===== config.mk =====
export PLATFORM = sky130hd
export DESIGN_NAME = isc_tap_dr_sel
export DESIGN_NICKNAME = d
export VERILOG_FILES = /design/src/rtl/isc_pkg.sv /design/src/rtl/isc_instr_decode.sv /design/src/rtl/isc_bit_stage.sv /design/src/rtl/isc_code_chain.sv /design/src/rtl/isc_ucode_store.sv /design/src/rtl/isc_tap_dr_sel.sv
export SDC_FILE = /design/constraint.sdc
export NUM_CORES = 1
export LEC_CHECK = 0
export ABC_AREA = 1
export CORE_MARGIN = 2
export CORE_UTILIZATION = 55
export CTS_BUF_LIST = sky130_fd_sc_hd__clkbuf_8
export DETAILED_ROUTE_END_ITERATION = 8
export GPL_TIMING_DRIVEN = 0
export PLACE_DENSITY = 0.7
export SKIP_CTS_REPAIR_TIMING = 1
export SLEW_MARGIN = 10
export SYNTH_ARGS = -nofsm -noshare
export SYNTH_HDL_FRONTEND = slang
export SYNTH_SLANG_ARGS = --single-unit

===== constraint.sdc =====
create_clock -name clk -period 2.5 [get_ports clk]
set_input_delay 0.25 -clock clk [delete_from_list [all_inputs] [get_ports clk]]
set_output_delay 0.25 -clock clk [all_outputs]
set_load 0.1 [all_outputs]

===== src/rtl/isc_pkg.sv =====
package isc_pkg;
  localparam int IR_W = 4;
  typedef logic [IR_W-1:0] ir_t;

  localparam ir_t IR_IDCODE   = 4'h1;
  localparam ir_t IR_USERCODE = 4'h2;
  localparam ir_t IR_ISC_EN   = 4'h3;
  localparam ir_t IR_ISC_DIS  = 4'h4;
  localparam ir_t IR_ISC_NOOP = 4'h5;
  localparam ir_t IR_ISC_PROG = 4'h6;
  localparam ir_t IR_ISC_PUC  = 4'h7;
  localparam ir_t IR_BYPASS   = 4'hF;

  typedef enum logic [1:0] {
    PATH_BYP  = 2'd0,
    PATH_NOOP = 2'd1,
    PATH_ID   = 2'd2,
    PATH_USER = 2'd3
  } path_e;
endpackage


===== src/rtl/isc_instr_decode.sv =====
module isc_instr_decode
  import isc_pkg::*;
(
  input  logic  clk,
  input  logic  rst,
  input  logic  ir_upd,
  input  ir_t   instr,
  output path_e path,
  output logic  isc_active,
  output logic  ucode_wr_ok,
  output logic  pads_q,
  output logic  prog_q
);
  logic pads_d, prog_d, isc_cmd;

  // configuration window flag
  always_ff @(posedge clk) begin
    if (rst) begin
      isc_active <= 1'b0;
    end else if (ir_upd) begin
      if (instr == IR_ISC_EN) begin
        isc_active <= 1'b1;
      end else if (instr == IR_ISC_DIS) begin
        isc_active <= 1'b0;
      end
    end
  end

  always_comb begin
    isc_cmd = (instr == IR_ISC_NOOP) || (instr == IR_ISC_PROG) ||
              (instr == IR_ISC_PUC);
    unique case (instr)
      IR_IDCODE:   path = PATH_ID;
      IR_USERCODE: path = PATH_USER;
      IR_ISC_NOOP: path = isc_active ? PATH_NOOP : PATH_BYP;
      IR_ISC_PROG: path = isc_active ? PATH_NOOP : PATH_BYP;
      IR_ISC_PUC:  path = isc_active ? PATH_USER : PATH_BYP;
      default:     path = PATH_BYP;
    endcase
    ucode_wr_ok = isc_active && (instr == IR_ISC_PUC);
    pads_d      = isc_active && isc_cmd;
    prog_d      = isc_active && (instr == IR_ISC_PROG);
  end

  always_ff @(posedge clk) begin
    if (rst) begin
      pads_q <= 1'b0;
      prog_q <= 1'b0;
    end else begin
      pads_q <= pads_d;
      prog_q <= prog_d;
    end
  end
endmodule


===== src/rtl/isc_bit_stage.sv =====
module isc_bit_stage (
  input  logic clk,
  input  logic rst,
  input  logic sel,
  input  logic capture,
  input  logic shift,
  input  logic tdi,
  output logic q
);
  always_ff @(posedge clk) begin
    if (rst) begin
      q <= 1'b0;
    end else if (sel && capture) begin
      q <= 1'b0;
    end else if (sel && shift) begin
      q <= tdi;
    end
  end
endmodule


===== src/rtl/isc_code_chain.sv =====
module isc_code_chain #(
  parameter int W = 32
) (
  input  logic         clk,
  input  logic         rst,
  input  logic         sel,
  input  logic         capture,
  input  logic         shift,
  input  logic         tdi,
  input  logic [W-1:0] cap_val,
  output logic [W-1:0] chain
);
  always_ff @(posedge clk) begin
    if (rst) begin
      chain <= '0;
    end else if (sel && capture) begin
      chain <= cap_val;
    end else if (sel && shift) begin
      chain <= {tdi, chain[W-1:1]};
    end
  end
endmodule


===== src/rtl/isc_ucode_store.sv =====
module isc_ucode_store #(
  parameter int           W    = 32,
  parameter logic [W-1:0] INIT = '0
) (
  input  logic         clk,
  input  logic         rst,
  input  logic         wr,
  input  logic [W-1:0] din,
  output logic [W-1:0] q
);
  always_ff @(posedge clk) begin
    if (rst) begin
      q <= INIT;
    end else if (wr) begin
      q <= din;
    end
  end
endmodule


===== src/rtl/isc_tap_dr_sel.sv =====
module isc_tap_dr_sel
  import isc_pkg::*;
#(
  parameter int                ID_W     = 32,
  parameter int                MFR_LSB  = 1,
  parameter int                MFR_W    = 11,
  parameter logic [ID_W-1:0]   ID_VALUE = 32'h1234_50F3
) (
  input  logic            clk,
  input  logic            rst,
  input  logic            ir_upd,
  input  logic [IR_W-1:0] instr,
  input  logic            capture_dr,
  input  logic            shift_dr,
  input  logic            update_dr,
  input  logic            tdi,
  output logic            tdo,
  output logic            bsr_owns_pads,
  output logic            prog_en
);
  localparam logic [ID_W-1:0] MFR_MASK =
    {{(ID_W-MFR_W){1'b0}}, {MFR_W{1'b1}}} << MFR_LSB;
  localparam logic [ID_W-1:0] UC_INIT = ID_VALUE & ~MFR_MASK;

  path_e           path;
  logic            isc_active, ucode_wr_ok;
  logic            byp_q, noop_q;
  logic [ID_W-1:0] id_chain, uc_chain, ucode_q;

  isc_instr_decode u_dec (
    .clk(clk), .rst(rst), .ir_upd(ir_upd), .instr(instr),
    .path(path), .isc_active(isc_active), .ucode_wr_ok(ucode_wr_ok),
    .pads_q(bsr_owns_pads), .prog_q(prog_en)
  );

  isc_bit_stage u_byp (
    .clk(clk), .rst(rst), .sel(path == PATH_BYP),
    .capture(capture_dr), .shift(shift_dr), .tdi(tdi), .q(byp_q)
  );

  isc_bit_stage u_noop (
    .clk(clk), .rst(rst), .sel(path == PATH_NOOP),
    .capture(capture_dr), .shift(shift_dr), .tdi(tdi), .q(noop_q)
  );

  isc_code_chain #(.W(ID_W)) u_id (
    .clk(clk), .rst(rst), .sel(path == PATH_ID),
    .capture(capture_dr), .shift(shift_dr), .tdi(tdi),
    .cap_val(ID_VALUE), .chain(id_chain)
  );

  isc_code_chain #(.W(ID_W)) u_uc (
    .clk(clk), .rst(rst), .sel(path == PATH_USER),
    .capture(capture_dr), .shift(shift_dr), .tdi(tdi),
    .cap_val(ucode_q), .chain(uc_chain)
  );

  isc_ucode_store #(.W(ID_W), .INIT(UC_INIT)) u_store (
    .clk(clk), .rst(rst), .wr(update_dr && ucode_wr_ok),
    .din(uc_chain), .q(ucode_q)
  );

  always_comb begin
    unique case (path)
      PATH_NOOP: tdo = noop_q;
      PATH_ID:   tdo = id_chain[0];
      PATH_USER: tdo = uc_chain[0];
      default:   tdo = byp_q;
    endcase
  end
endmodule


* Yosys cells after proc, flatten, opt, wreduce, memory -nomap -nowiden *
Index checks and enable logic that the tools add are counted.

word-level totals
  flip-flop bits (word level) = 101
  input bits = 11
  output and inout bits = 3
  word-level logic and storage cells = 52

cells by class
  equality and inequality tests = 10
  multiplexer cells = 10
  reductions and logical operators = 23

operators with widths
  operator            count
  $mux 32             2
  $mux 29             2
  $eq 4x3->1 const B  4
  $logic_and 1x1->1   12
  $eq 4x2->1 const B  2
  $pmux 2 s4          1
  $reduce_or 2->1     4
  $reduce_bool 2->1   3
  $eq 2x2->1 const B  2
  $eq 4x1->1 const B  1
  $mux 1              3
  $pmux 1 s3          1
  $eq 2x1->1 const B  1
  $logic_not 2->1     1
  $logic_or 1x1->1    2
  $mux 2              1
  $reduce_and 2->1    1

* Depth between registers and ports, before layout *
  word-level depth = 7
  mapped depth = 10
  gate-level depth less buffers = 9

* Hierarchy *
From an unflattened synthesis, not the netlist that was laid out.

unflattened totals
  cells, all modules = 869
  area total of the unflattened synthesis = 5,292.6 um^2

by module, submodules not included
  module            instances  cells an instance  area an instance (um^2)  seq. area each (um^2)
  isc_code_chain    2          311                1,829.3                  640.6
  isc_ucode_store   1          187                1,265.0                  640.6
  isc_instr_decode  1          28                 187.7                    60.1
  isc_bit_stage     2          8                  57.6                     20.0
  isc_tap_dr_sel    1          16                 66.3                     0.0

* Worst setup path after synthesis *
OpenSTA, ideal clock, no wires.

  path kind = input to output
  from = in instr[3]
  to = out tdo
  arrival time = 1.681 ns
  data required time = 2.250 ns
  path slack = 0.569 ns
  stages = 6
  path buffers = 0
  cells stage by stage = nor2_2 nand3_1 nand2_2 nor2_1 nand2_1 nand4_1

on the way
  word-level cells in the longest chain between the ends = 5
  elaborated cells between the ends (all ways) = 11
  classes of those cells = eq/ne (8); mux (2); reduce/logical (1)

ends and longest elaborated chain
  what                                      line                    RTL
  start: declaration                        isc_tap_dr_sel.sv:12    input logic [IR_W-1:0] instr,
  $eq 4x3->1                                isc_instr_decode.sv:32  unique case (instr)
  $reduce_or 2->1 (no source line)          --
  $pmux 2 s4 *                              isc_instr_decode.sv:32
  $eq 2x2->1 or $eq 2x1->1 (tied branches)  isc_tap_dr_sel.sv:64    unique case (path)
  $pmux 1 s3 *                              isc_tap_dr_sel.sv:64
  end: declaration                          isc_tap_dr_sel.sv:17    output logic tdo,

Every way passes the cells marked *; elsewhere a longest branch is shown, timed or not.

* Worst setup path after layout *
  from = in instr[2]
  to = out tdo

The elaborated chain is that of the path after synthesis.

==> reports/metrics.csv <==
metric,value,unit
status,"complete, no violations",
grt.busiest_layer,met2,
rsz0062_at_grt,false,
seq_area_frac_synth,46.6,%
start_util,56.4,%
end_kind,output pin,
r2r-end,u_store.q[23],
path_buf_inv,4,
startpoint_type,primary input,
max_stage_delay,500,ps
power.share.clock,37.5,%
cpMostUsedCell,nand3_1,
grt_max_degree,19,
dieHeight,92.8,um
met1_usage,30.7,%
p_switching,700,uW
grt_usage,22.1,%
clkSlewWorstSetupHoldPaths,100,ps
drt_wl_total,9070,um
die_area,8610,sq um
grt_pass1_vias,3329,
gp_congestion,0.772,
crit_type,primary input to output pin,
syn_to_final_growth,10.4,%
setup_viol,0,
timing.final.crit_share,92.3,%
final_cell_mix,"nand2_1, dfxtp_1, inv_1",
crit_path_end,tdo,
final_common_cell,nand2_1,
drt_pre_antenna_iters,5,
power_frac_comb,5.4,%
r2r_start,u_dec.isc_active,
grtUsageMet2,35.1,%
clockRootBuffer,clkbuf_8,
syn-num-nets,627,
slew_viol_final,0,
final_nets,650,
startpoint,instr[2],
cts_sinks,101,
die_w,92.8,um
switching_share,24.6,%
cp_top_family,buffers and inverters,
postRouteAntennaNets,0,
via_count,3710,
synthCells,616,
numCtsBuffers,9,
tightestPinTransition,961,ps
cts_max_level,3,
leakagePower,2.32,nW
drv_cap,0,
whs,223,ps
grt_first_pass_wirelength,15400,um
wl_per_cell,12.2,um
ys_ff_latch,101,
fin_ws,194,ps
synth.avg_cell_area,7.04,sq um
dp_hpwl,6070,um
antenna_found_initial,0,
pwr_density_cell,595,nW/um^2
skew,10.7,ps
pre_cts_ws,-476,ps
cts.path.max_buffers,2,
cp_num_cells,10,
worstSkewPairLatency,370,ps
cp_max_fo,5,
syn-cell-area,4340,sq um
yosys_warnings,0,
cts_tree,done,
p_seq_share,57.1,%
portBuffers,12,
row_count,32,
drc_errors,0,
p_int,2.15,mW
drt_iter0_markers,169,
antenna_cells,0,
core_area,7690,sq um
min_path_type,primary input to flip-flop,
r2r_cells,4,
crit_path_cell_trace,clkdlybuf4s50_1 > inv_2 > nor2_4 > nand3_1 > nand2_2 > nand3_1 > inv_1 > nand2_1 > nand4_1 > clkbuf_2,
required,2250,ps
hold_viol,0,
min_period,2310,ps
gr-usage-met3,3.17,%
vias_per_cell,4.97,
synth_cell_type_count,23,
clock.fmax,434,MHz
critPathSlowestCell,clkdlybuf4s50_1,
drive_above_1_share,9.47,%
io_pins,14,
peakVddDrop,0.000323,V
grt_overflow,0,
relSlewSlack,35.7,%
r2r_setup_slack,860,ps
worstPathArrival,2060,ps
cell usage after synthesis:
library cell | instances | area, sq um
nand3_1 | 12 | 60.1
nand2_2 | 2 | 12.5
nor3_1 | 7 | 35.0
a21oi_1 | 78 | 390
clkinv_1 | 1 | 3.75
clkbuf_1 | 13 | 48.8
dfxtp_1 | 101 | 2020
o21ai_0 | 30 | 150
nor2_4 | 1 | 11.3
o211ai_1 | 12 | 90.1
and3_1 | 1 | 6.26
nand3_4 | 2 | 35.0
buf_6 | 9 | 101
or2_2 | 13 | 81.3
buf_4 | 3 | 22.5
inv_2 | 2 | 7.51
nand2_1 | 225 | 845
nor2_1 | 9 | 33.8
inv_1 | 80 | 300
nor2_2 | 3 | 18.8
o21ai_1 | 1 | 5.00
buf_2 | 9 | 45.0
nand4_1 | 2 | 12.5
worst min-delay path by stage:
| stage | cells after the start | slack, ps | start | endpoint |
|---|---|---|---|---|
| floorplan | 2 | 400 | shift_dr | u_noop.q |
| global placement | 2 | 440 | u_noop.q | u_noop.q |
| detailed placement | 2 | 440 | u_noop.q | u_noop.q |
| CTS | 2 | 230 | rst | u_dec.pads_q |
| global route | 2 | 260 | rst | u_dec.pads_q |
| finish | 2 | 220 | rst | u_dec.pads_q |
metrics by stage:
stage               util, %  area, sq um  total power, mW  instances  TNS (ps)
floorplan                 -         4340             1.77        616         0
global placement       59.7         4590             1.81        730      -420
detailed placement     59.7         4590             1.82        730      -476
CTS                    62.3         4790             2.88        746      -478
global route           62.3         4790             2.97        746         0
finish                 62.3         4790             2.85        746         0
flip-flops by register name, indices dropped and copies added, names as in the netlist:
register	flops
u_store.q	32
u_dec.prog_q	1
u_byp.q	1
u_dec.isc_active	1
u_uc.chain	32
u_dec.pads_q	1
u_id.chain	32
u_noop.q	1
worst register-to-register path: cells and delay by family (launching register included):
kind	cells	cell delay [ps]
AND/OR/NAND/NOR	1	440
flip-flops	1	390
buffers and inverters	1	390
AO/OA/AOI/OAI	2	300
power by group through the flow:
stage	combinational, mW	clock, mW	sequential (mW)
2_1_floorplan	0.103	0	1.66
3_3_place_gp	0.151	0	1.66
3_5_place_dp	0.152	0	1.66
4_1_cts	0.154	1.10	1.63
5_1_grt	0.172	1.17	1.63
6_report	0.153	1.07	1.63
cell type report:
type,count,area [sq um]
buffer,34,218
timing repair buffer,12,115
sequential,101,2020
clock buffer,9,124
inverter,83,312
multi-input combinational,398,1790
tap,102,128
fill,741,2900
clock inverter,7,82.6
routing by layer:
layer	wire length (um)	vias up	part of all wire [%]
met3	398	13	4.4
met5	0	-	0
li1	-	1949	-
met2	3950	76	44
met1	4580	1672	51
met4	137	0	1.5
cell families (layout without fill, tap and decap cells):
family                 Yosys count  in the layout  share of synthesized area [%]
AOI/OAI and AO/OA              121            121                           14.7
buffers and inverters          117            145                           12.2
DFF                            101            101                           46.6
and+or+nand+nor                277            277                           26.5
(Power assumes the default switching activity.)
